[config.mk]
export PLATFORM = sky130hd
export DESIGN_NAME = sample_readout
export DESIGN_NICKNAME = d
export VERILOG_FILES = /design/src/rtl/readout_pkg.sv /design/src/rtl/readout_rd_ctl.sv /design/src/rtl/readout_upd_pipe.sv /design/src/rtl/readout_flag_ctl.sv /design/src/rtl/sample_readout.sv
export SDC_FILE = /design/constraint.sdc
export NUM_CORES = 1
export LEC_CHECK = 0
export ABC_CLOCK_PERIOD_IN_PS = 2570
export CORE_UTILIZATION = 53
export DETAILED_ROUTE_END_ITERATION = 6
export PLACE_DENSITY = 0.82
export SLEW_MARGIN = 20
export SYNTH_ARGS = -nofsm -noshare
export SYNTH_HDL_FRONTEND = slang
export SYNTH_SLANG_ARGS = --single-unit
[constraint.sdc]
create_clock -name clk -period 2.57 [get_ports clk]
set_input_delay 0.257 -clock clk [delete_from_list [all_inputs] [get_ports clk]]
set_output_delay 0.257 -clock clk [all_outputs]
set_load 0.005 [all_outputs]
[src/rtl/readout_pkg.sv]
package readout_pkg;
  typedef struct packed {
    logic active;  // this edge sees a qualified read
    logic done;    // this edge ends an enabled read
    logic hold;    // enabled read continues past this edge
  } rd_evt_t;
endpackage

[src/rtl/readout_rd_ctl.sv]
module readout_rd_ctl
  import readout_pkg::*;
(
  input  logic    clk,
  input  logic    rst_n,
  input  logic    cs_n_i,
  input  logic    rd_n_i,
  output logic    oe_o,
  output rd_evt_t evt_o
);
  logic oe_q, oe_d;

  always_comb begin
    evt_o.active = ~rd_n_i & ~cs_n_i;
    evt_o.done   = oe_q & ~evt_o.active;
    evt_o.hold   = oe_q & evt_o.active;
    oe_d         = evt_o.active;
  end

  always_ff @(posedge clk or negedge rst_n) begin
    if (!rst_n) oe_q <= 1'b0;
    else        oe_q <= oe_d;
  end

  assign oe_o = oe_q;
endmodule

[src/rtl/readout_upd_pipe.sv]
module readout_upd_pipe #(
  parameter int DATA_W = 16
) (
  input  logic              clk,
  input  logic              rst_n,
  input  logic              upd_i,
  input  logic [DATA_W-1:0] sample_i,
  input  logic              flush_i,
  input  logic              hold_i,
  output logic              load_o,
  output logic [DATA_W-1:0] stage_o
);
  logic              s1_q, s1_d;
  logic              pend_q, pend_d;
  logic [DATA_W-1:0] stage_q, stage_d;
  logic              stage_en;

  always_comb begin
    load_o   = pend_q & ~hold_i & ~flush_i;
    stage_en = upd_i;
    stage_d  = sample_i;
    s1_d     = upd_i & ~flush_i;
    if (flush_i)     pend_d = 1'b0;
    else if (s1_q)   pend_d = 1'b1;
    else if (load_o) pend_d = 1'b0;
    else             pend_d = pend_q;
  end

  always_ff @(posedge clk or negedge rst_n) begin
    if (!rst_n) begin
      s1_q   <= 1'b0;
      pend_q <= 1'b0;
    end else begin
      s1_q   <= s1_d;
      pend_q <= pend_d;
    end
  end

  always_ff @(posedge clk or negedge rst_n) begin
    if (!rst_n)        stage_q <= '0;
    else if (stage_en) stage_q <= stage_d;
  end

  assign stage_o = stage_q;
endmodule

[src/rtl/readout_flag_ctl.sv]
module readout_flag_ctl #(
  parameter int SETTLE_UPD = 3
) (
  input  logic clk,
  input  logic rst_n,
  input  logic resync_i,
  input  logic upd_i,
  input  logic load_i,
  input  logic rd_done_i,
  output logic commit_o,
  output logic drdy_n_o,
  output logic first_o
);
  localparam int CW = $clog2(SETTLE_UPD + 2);
  localparam logic [CW-1:0] SKIP_INIT = CW'(SETTLE_UPD);

  logic          drdy_q, drdy_d;
  logic [CW-1:0] skip_q, skip_d;
  logic          armed_q, armed_d;
  logic          fv_q, fv_d;

  always_comb begin
    drdy_d   = drdy_q;
    skip_d   = skip_q;
    armed_d  = armed_q;
    fv_d     = 1'b0;
    commit_o = 1'b0;
    if (resync_i) begin
      drdy_d  = 1'b1;
      skip_d  = SKIP_INIT;
      armed_d = 1'b1;
    end else if (load_i) begin
      if (skip_q != '0) begin
        skip_d = skip_q - 1'b1;
      end else begin
        commit_o = 1'b1;
        drdy_d   = upd_i;
        fv_d     = armed_q & ~upd_i;
        if (!upd_i) armed_d = 1'b0;
      end
    end else if (upd_i || rd_done_i) begin
      drdy_d = 1'b1;
    end
  end

  always_ff @(posedge clk or negedge rst_n) begin
    if (!rst_n) begin
      drdy_q  <= 1'b1;
      skip_q  <= '0;
      armed_q <= 1'b0;
      fv_q    <= 1'b0;
    end else begin
      drdy_q  <= drdy_d;
      skip_q  <= skip_d;
      armed_q <= armed_d;
      fv_q    <= fv_d;
    end
  end

  assign drdy_n_o = drdy_q;
  assign first_o  = fv_q;
endmodule

[src/rtl/sample_readout.sv]
module sample_readout
  import readout_pkg::*;
#(
  parameter int DATA_W     = 16,
  parameter int SETTLE_UPD = 3
) (
  input  logic              clk,
  input  logic              rst_n,
  input  logic              upd_i,
  input  logic [DATA_W-1:0] sample_i,
  input  logic              resync_i,
  input  logic              cs_n_i,
  input  logic              rd_n_i,
  output logic              bus_oe_o,
  output logic [DATA_W-1:0] bus_q_o,
  output logic              drdy_n_o,
  output logic              first_valid_o
);
  localparam int SYNC_ST = 2;

  logic [SYNC_ST-1:0] rst_pipe_q;
  logic               rst_n_sync;
  rd_evt_t            rd_evt;
  logic               oe;
  logic               load, commit;
  logic [DATA_W-1:0]  stage;
  logic [DATA_W-1:0]  word_q;

  // asynchronous assert, synchronous release
  always_ff @(posedge clk or negedge rst_n) begin
    if (!rst_n) rst_pipe_q <= '0;
    else        rst_pipe_q <= {rst_pipe_q[SYNC_ST-2:0], 1'b1};
  end
  assign rst_n_sync = rst_pipe_q[SYNC_ST-1];

  readout_rd_ctl u_rd (
    .clk(clk), .rst_n(rst_n_sync), .cs_n_i(cs_n_i), .rd_n_i(rd_n_i),
    .oe_o(oe), .evt_o(rd_evt)
  );

  readout_upd_pipe #(.DATA_W(DATA_W)) u_pipe (
    .clk(clk), .rst_n(rst_n_sync), .upd_i(upd_i), .sample_i(sample_i),
    .flush_i(resync_i), .hold_i(rd_evt.hold), .load_o(load), .stage_o(stage)
  );

  readout_flag_ctl #(.SETTLE_UPD(SETTLE_UPD)) u_flag (
    .clk(clk), .rst_n(rst_n_sync), .resync_i(resync_i), .upd_i(upd_i),
    .load_i(load), .rd_done_i(rd_evt.done), .commit_o(commit),
    .drdy_n_o(drdy_n_o), .first_o(first_valid_o)
  );

  always_ff @(posedge clk or negedge rst_n_sync) begin
    if (!rst_n_sync)  word_q <= '0;
    else if (commit)  word_q <= stage;
  end

  assign bus_oe_o = oe;
  assign bus_q_o  = oe ? word_q : '0;
endmodule

# == After elaboration in Yosys (flattened, before gate mapping) ==
# Index checks and enable logic that the tools add are counted.
# word_totals
out_inout_bits,19
elab_cells,57
ff_bits,43
# op_classes
add_sub_neg,1
eq_ne,3
bitwise,13
n_reduce_logical,9
n_mux,21
# ops
operator,count
1-bit two-way mux,17
16-bit two-way mux,1
3-bit two-way mux,3
3-bit nonzero test,3
1-bit bitwise AND,7
1-bit NOT,6
2-bit AND reduction,2
2-bit nonzero test,2
3-bit != test (second input constant),1
3-bit AND reduction,1
3-bit by 1-bit subtractor with 3-bit output (second input constant),1
2-bit by 1-bit != test with 1-bit output (second input constant),1
2-bit != test (second input constant),1
1-bit logical OR,1

# == Longest topological paths before layout ==
# depth
ltp_word,9
mapped_depth,7
depth_no_buf,6

# == Modules after synthesis ==
# A second synthesis with hierarchy kept.
# hier_totals
cells_unflattened,130
hier_area_um2,1899.3
# modules_own_cells
mod,cells_each,seq_area_each_um2,instances,area_per_inst_um2
sample_readout,54,450.4,1,807.0
readout_upd_pipe,40,450.4,1,718.2
readout_flag_ctl,31,151.4,1,317.8
readout_rd_ctl,5,25.0,1,56.3

# == Worst setup path after synthesis ==
# Ideal clock, no wire load.
# synth_timing
kind,reg-to-reg
start,register u_flag.skip_q[0]
end,register word_q[10]
path_buffers,1
stages_incl_launch_ff,8
path_slack_ns,0.836
t_required_ns,2.445
t_arrival_ns,1.609
path_cell_list,dfrtp_1 inv_1 ha_1 ha_1 nand3b_1 a21oi_4 buf_6 mux2_4
# synth_between
elab_chain_cells,4
# synth_rtl
element,line_no,rtl
from (decl),readout_flag_ctl.sv:18,"logic [CW-1:0] skip_q, skip_d;"
from (signal assigned),readout_flag_ctl.sv:54,skip_q <= skip_d;
3-bit nonzero test,readout_flag_ctl.sv:33,if (skip_q != '0) begin
1-bit two-way mux,readout_flag_ctl.sv:33,
1-bit two-way mux,readout_flag_ctl.sv:32,end else if (load_i) begin
1-bit two-way mux,readout_flag_ctl.sv:28,if (resync_i) begin
to (signal assigned),sample_readout.sv:54,else if (commit) word_q <= stage;
to (decl),sample_readout.sv:27,logic [DATA_W-1:0] word_q;
# Every way passes these cells.
# A chain may end at the register's enable or synchronous reset.

# == Worst setup path in the final report ==
# layout_timing
start,register u_rd.oe_q (netlist: u_rd.oe_o)
end,output port bus_q_o[0]
# layout_between
elab_chain_cells,1
# layout_rtl
element,line_no,rtl
from (decl),readout_rd_ctl.sv:11,"logic oe_q, oe_d;"
from (signal assigned),readout_rd_ctl.sv:21,if (!rst_n) oe_q <= 1'b0;
from (signal assigned),readout_rd_ctl.sv:22,else oe_q <= oe_d;
16-bit two-way mux,sample_readout.sv:58,assign bus_q_o = oe ? word_q : '0;
to (decl),sample_readout.sv:15,"output logic [DATA_W-1:0] bus_q_o,"
# Every way passes these cells.

==> impl_metrics.py <==
metrics = {
    "routing": {
        "drt-wirelength-per-cell_um": 14.7,
        "vias": 1106,
        "routed_wl_mm": 3.19,
        "drcViolationCount": 0,
        "routed_via_density": 5.10,
        "final_antenna_net_count": 0,
        "drt_first_iter_violations": 50,
        "dr.pass1.iters": 4,
    },
    "synthesis": {
        "synthesis.area_mm2": 0.00182,
        "synth_top_cell_area_share_pct": 57.8,
        "ys_async_sr_fraction_pct": 100,
        "synth_area_leaders": "dfrtp_1 (58%), mux2_2 (16%), mux2_4 (6.6%)",
        "syn-instance-count": 129,
        "yosys.area.top_type": "dfrtp_1",
        "ys_seq_area_share_pct": 59.2,
        "netlist_top_cells_count": "dfrtp_1 (42), mux2_2 (26), and2_1 (16)",
        "synth.distinct_cells": 23,
        "yosysMostFrequentCell": "dfrtp_1",
        "synth_nets": 153,
        "synth_edf_count": 0,
        "syn_avg_cell_area_um2": 14.1,
        "ys_seq_elements": 43,
        "yosysWarnings": 0,
        "synth_ff_type": "dfrtp_1",
    },
    "run_status": {
        "status": "completed",
    },
    "sta": {
        "relSlewSlack_pct": 42.9,
        "fin_skew_ns": 0.0114,
        "final.min_clock_period_ns": 2.15,
        "setup_tns_ns": 0,
        "final-setup-viol-count": 0,
        "grt_setup_unrepaired": "false",
        "fmax_mhz": 465,
        "tightest_slew_ns": 0.857,
        "period_share_pct": 83.7,
        "timing_hold_violations_final": 0,
        "drv_slew": 0,
    },
    "clock_tree": {
        "root_buffer": "clkbuf_4",
        "cts.path.max_buffers": 2,
        "h-tree-depth": 2,
        "numCtsBuffers": 5,
        "cts_tree": "yes",
        "ctsHoldBuffers": 0,
        "post_cts_resized": 0,
        "clk_latency_ns": 0.35,
        "clk_pin_slew_ns": 0.12,
        "clock_sinks": 43,
        "post_cts.repair.setup_buffers": 0,
    },
    "setup_path": {
        "crit_path_end_kind": "output pin",
        "crit_slowest_cell": "dfrtp_1",
        "arrival_ns": 1.89,
        "critPathLaunchType": "flip-flop",
        "worstSetupPathType": "reg2out",
        "cpPeakStageDelay_ns": 0.80,
        "r2r-start": "u_flag.skip_q[0]",
        "startpoint": "u_rd.oe_o",
        "crit_path_max_fanout": 22,
        "cp_cell_sequence": "and2_1 -> clkdlybuf4s50_1",
        "critPathRequiredTime_ns": 2.31,
    },
    "floorplan": {
        "dieArea_mm2": 0.00367,
        "die_y_um": 60.6,
        "rows": 20,
        "initial_core_util_pct": 57.7,
        "core_area_mm2": 0.00315,
        "die_w_um": 60.6,
        "io_pins": 41,
    },
    "power_and_ir_drop": {
        "p_per_area_mw_per_mm2": 511,
        "seqPwrFrac_pct": 62.2,
        "p_sw_w": 0.000260,
        "peakVddDrop_uv": 433,
        "leakage_nw": 1.04,
        "power_w": 0.00119,
        "switching_share_pct": 21.9,
        "p_int_w": 0.000929,
        "power_frac_comb_pct": 7.3,
        "clockPowerShare_pct": 30.5,
    },
    "global_routing": {
        "gr-usage-all-layers_pct": 20.1,
        "grt_pass1_wl_mm": 5.18,
        "first_global_vias": 1161,
        "antenna_found_initial": 0,
        "overflow": 0,
        "grt_max_degree": 42,
    },
    "finish": {
        "regArea_mm2": 0.00108,
        "final_util_pct": 73.8,
        "final_layout_size_suffix_gt1_share_pct": 28.3,
        "num_antenna_cells": 0,
        "syn2layout_area_growth_pct": 27.9,
        "fin_area_mm2": 0.00233,
        "nets": 196,
        "multiInputGateArea_um2": 682,
        "fill_cells": 222,
    },
    "place": {
        "placed_area_mm2": 0.00226,
        "dpl.hpwl_mm": 2.20,
        "io_buffers": 40,
        "place_congestion": 0.720,
    },
    "worst_hold_path": {
        "min_path_type": "in2async",
    },
    "flow_run": {
        "drv_cap": 0,
    },
}
-- power by group through the flow --
| stage | combinational, W | clock [W] | sequential [W] |
|---|---|---|---|
| after floorplan | 0.0000487 | 0 | 0.000741 |
| after global placement | 0.0000841 | 0 | 0.000751 |
| after detailed placement | 0.0000880 | 0 | 0.000754 |
| after CTS | 0.0000884 | 0.000373 | 0.000741 |
| after global routing | 0.0000950 | 0.000400 | 0.000746 |
| final | 0.0000873 | 0.000362 | 0.000739 |
-- kinds of logic (layout without fill, tap and decap cells) --
family / count (synthesis) / in the layout / share of synthesized area [%]
buf+inv: 12 / 56 / 3.30
fa+ha+maj: 2 / 2 / 1.38
simple gates: 29 / 29 / 8.94
mux: 36 / 36 / 23.8
flops: 43 / 43 / 59.2
compound gates: 6 / 6 / 3.16
other cells: 1 / 1 / 0.206
-- registers in the layout (all words and copies together), names as in the netlist --
| signal | flops |
|---|---|
| u_pipe.pend_q | 1 |
| u_flag.armed_q | 1 |
| u_pipe.stage_o | 16 |
| u_flag.drdy_n_o | 1 |
| word_q | 16 |
| u_rd.oe_o | 1 |
| u_pipe.s1_q | 1 |
| u_flag.skip_q | 3 |
| rst_pipe_q | 2 |
| u_flag.first_o | 1 |
-- metal layers --
| metal | routed length, um | track usage, % |
|---|---|---|
| met3 | 174 | 5.54 |
| met2 | 1510 | 32.0 |
| met1 | 1450 | 25.5 |
| met4 | 55 | 10.1 |
| met5 | 0 | 0 |
-- per-stage QoR --
step	worst slack, ns	cells	hold WS, ns
finish	0.418	217	0.0612
global route	0.313	217	0.0396
CTS	0.380	217	0.0503
detailed placement	0.472	209	0.337
global placement	0.562	209	0.338
floorplan	0.836	129	-0.0386
-- layout make-up --
cell class,count,share of cell area [%]
Tap cell,44,2.37
Inverter,6,1.18
Clock buffer,8,2.96
Sequential cell,43,46.3
Timing Repair Buffer,42,17.8
Multi-Input combinational cell,74,29.3
-- final timing paths --
path                            slack [ns]  cells past startpoint             to
worst max-delay path                  0.42                      2     bus_q_o[0]
worst min-delay path                  0.06                      1  rst_pipe_q[1]
worst max register to register        0.65                      7      word_q[0]
worst min register to register        0.38                      0     word_q[10]
max in group asynchronous             1.65                      0     word_q[14]
min in group clk                      0.38                      0  rst_pipe_q[1]
-- cells in the final DEF, fill, tap and decap left out --
master           synthesis  layout
dfrtp_1                 42      41
clkdlybuf4s50_1          0      40
mux2_2                  26      26
and2_1                  16      16
nor2_1                   9       9
mux2_4                   8       8
inv_1                    5       5
clkbuf_4                 0       5
a2111oi_0                2       2
mux2i_1                  2       2
ha_1                     2       2
clkbuf_8                 0       2
buf_4                    0       2
or2_4                    1       1
clkinv_4                 1       1
nand3b_1                 1       1
a21oi_4                  1       1
and3_1                   1       1
a211oi_2                 1       1
a21oi_1                  1       1
a31oi_1                  1       1
nor2b_1                  1       1
clkbuf_1                 3       1
conb_1                   1       1
dfrtp_2                  0       1
dfstp_2                  1       1
-- critical path, delay by kind of cell, from the launching register on --
kind,cells,cell delay [ns]
simple gates,1,0.24
flops,1,0.80
buf+inv,1,0.51
Power figures use the tool's default switching activity.
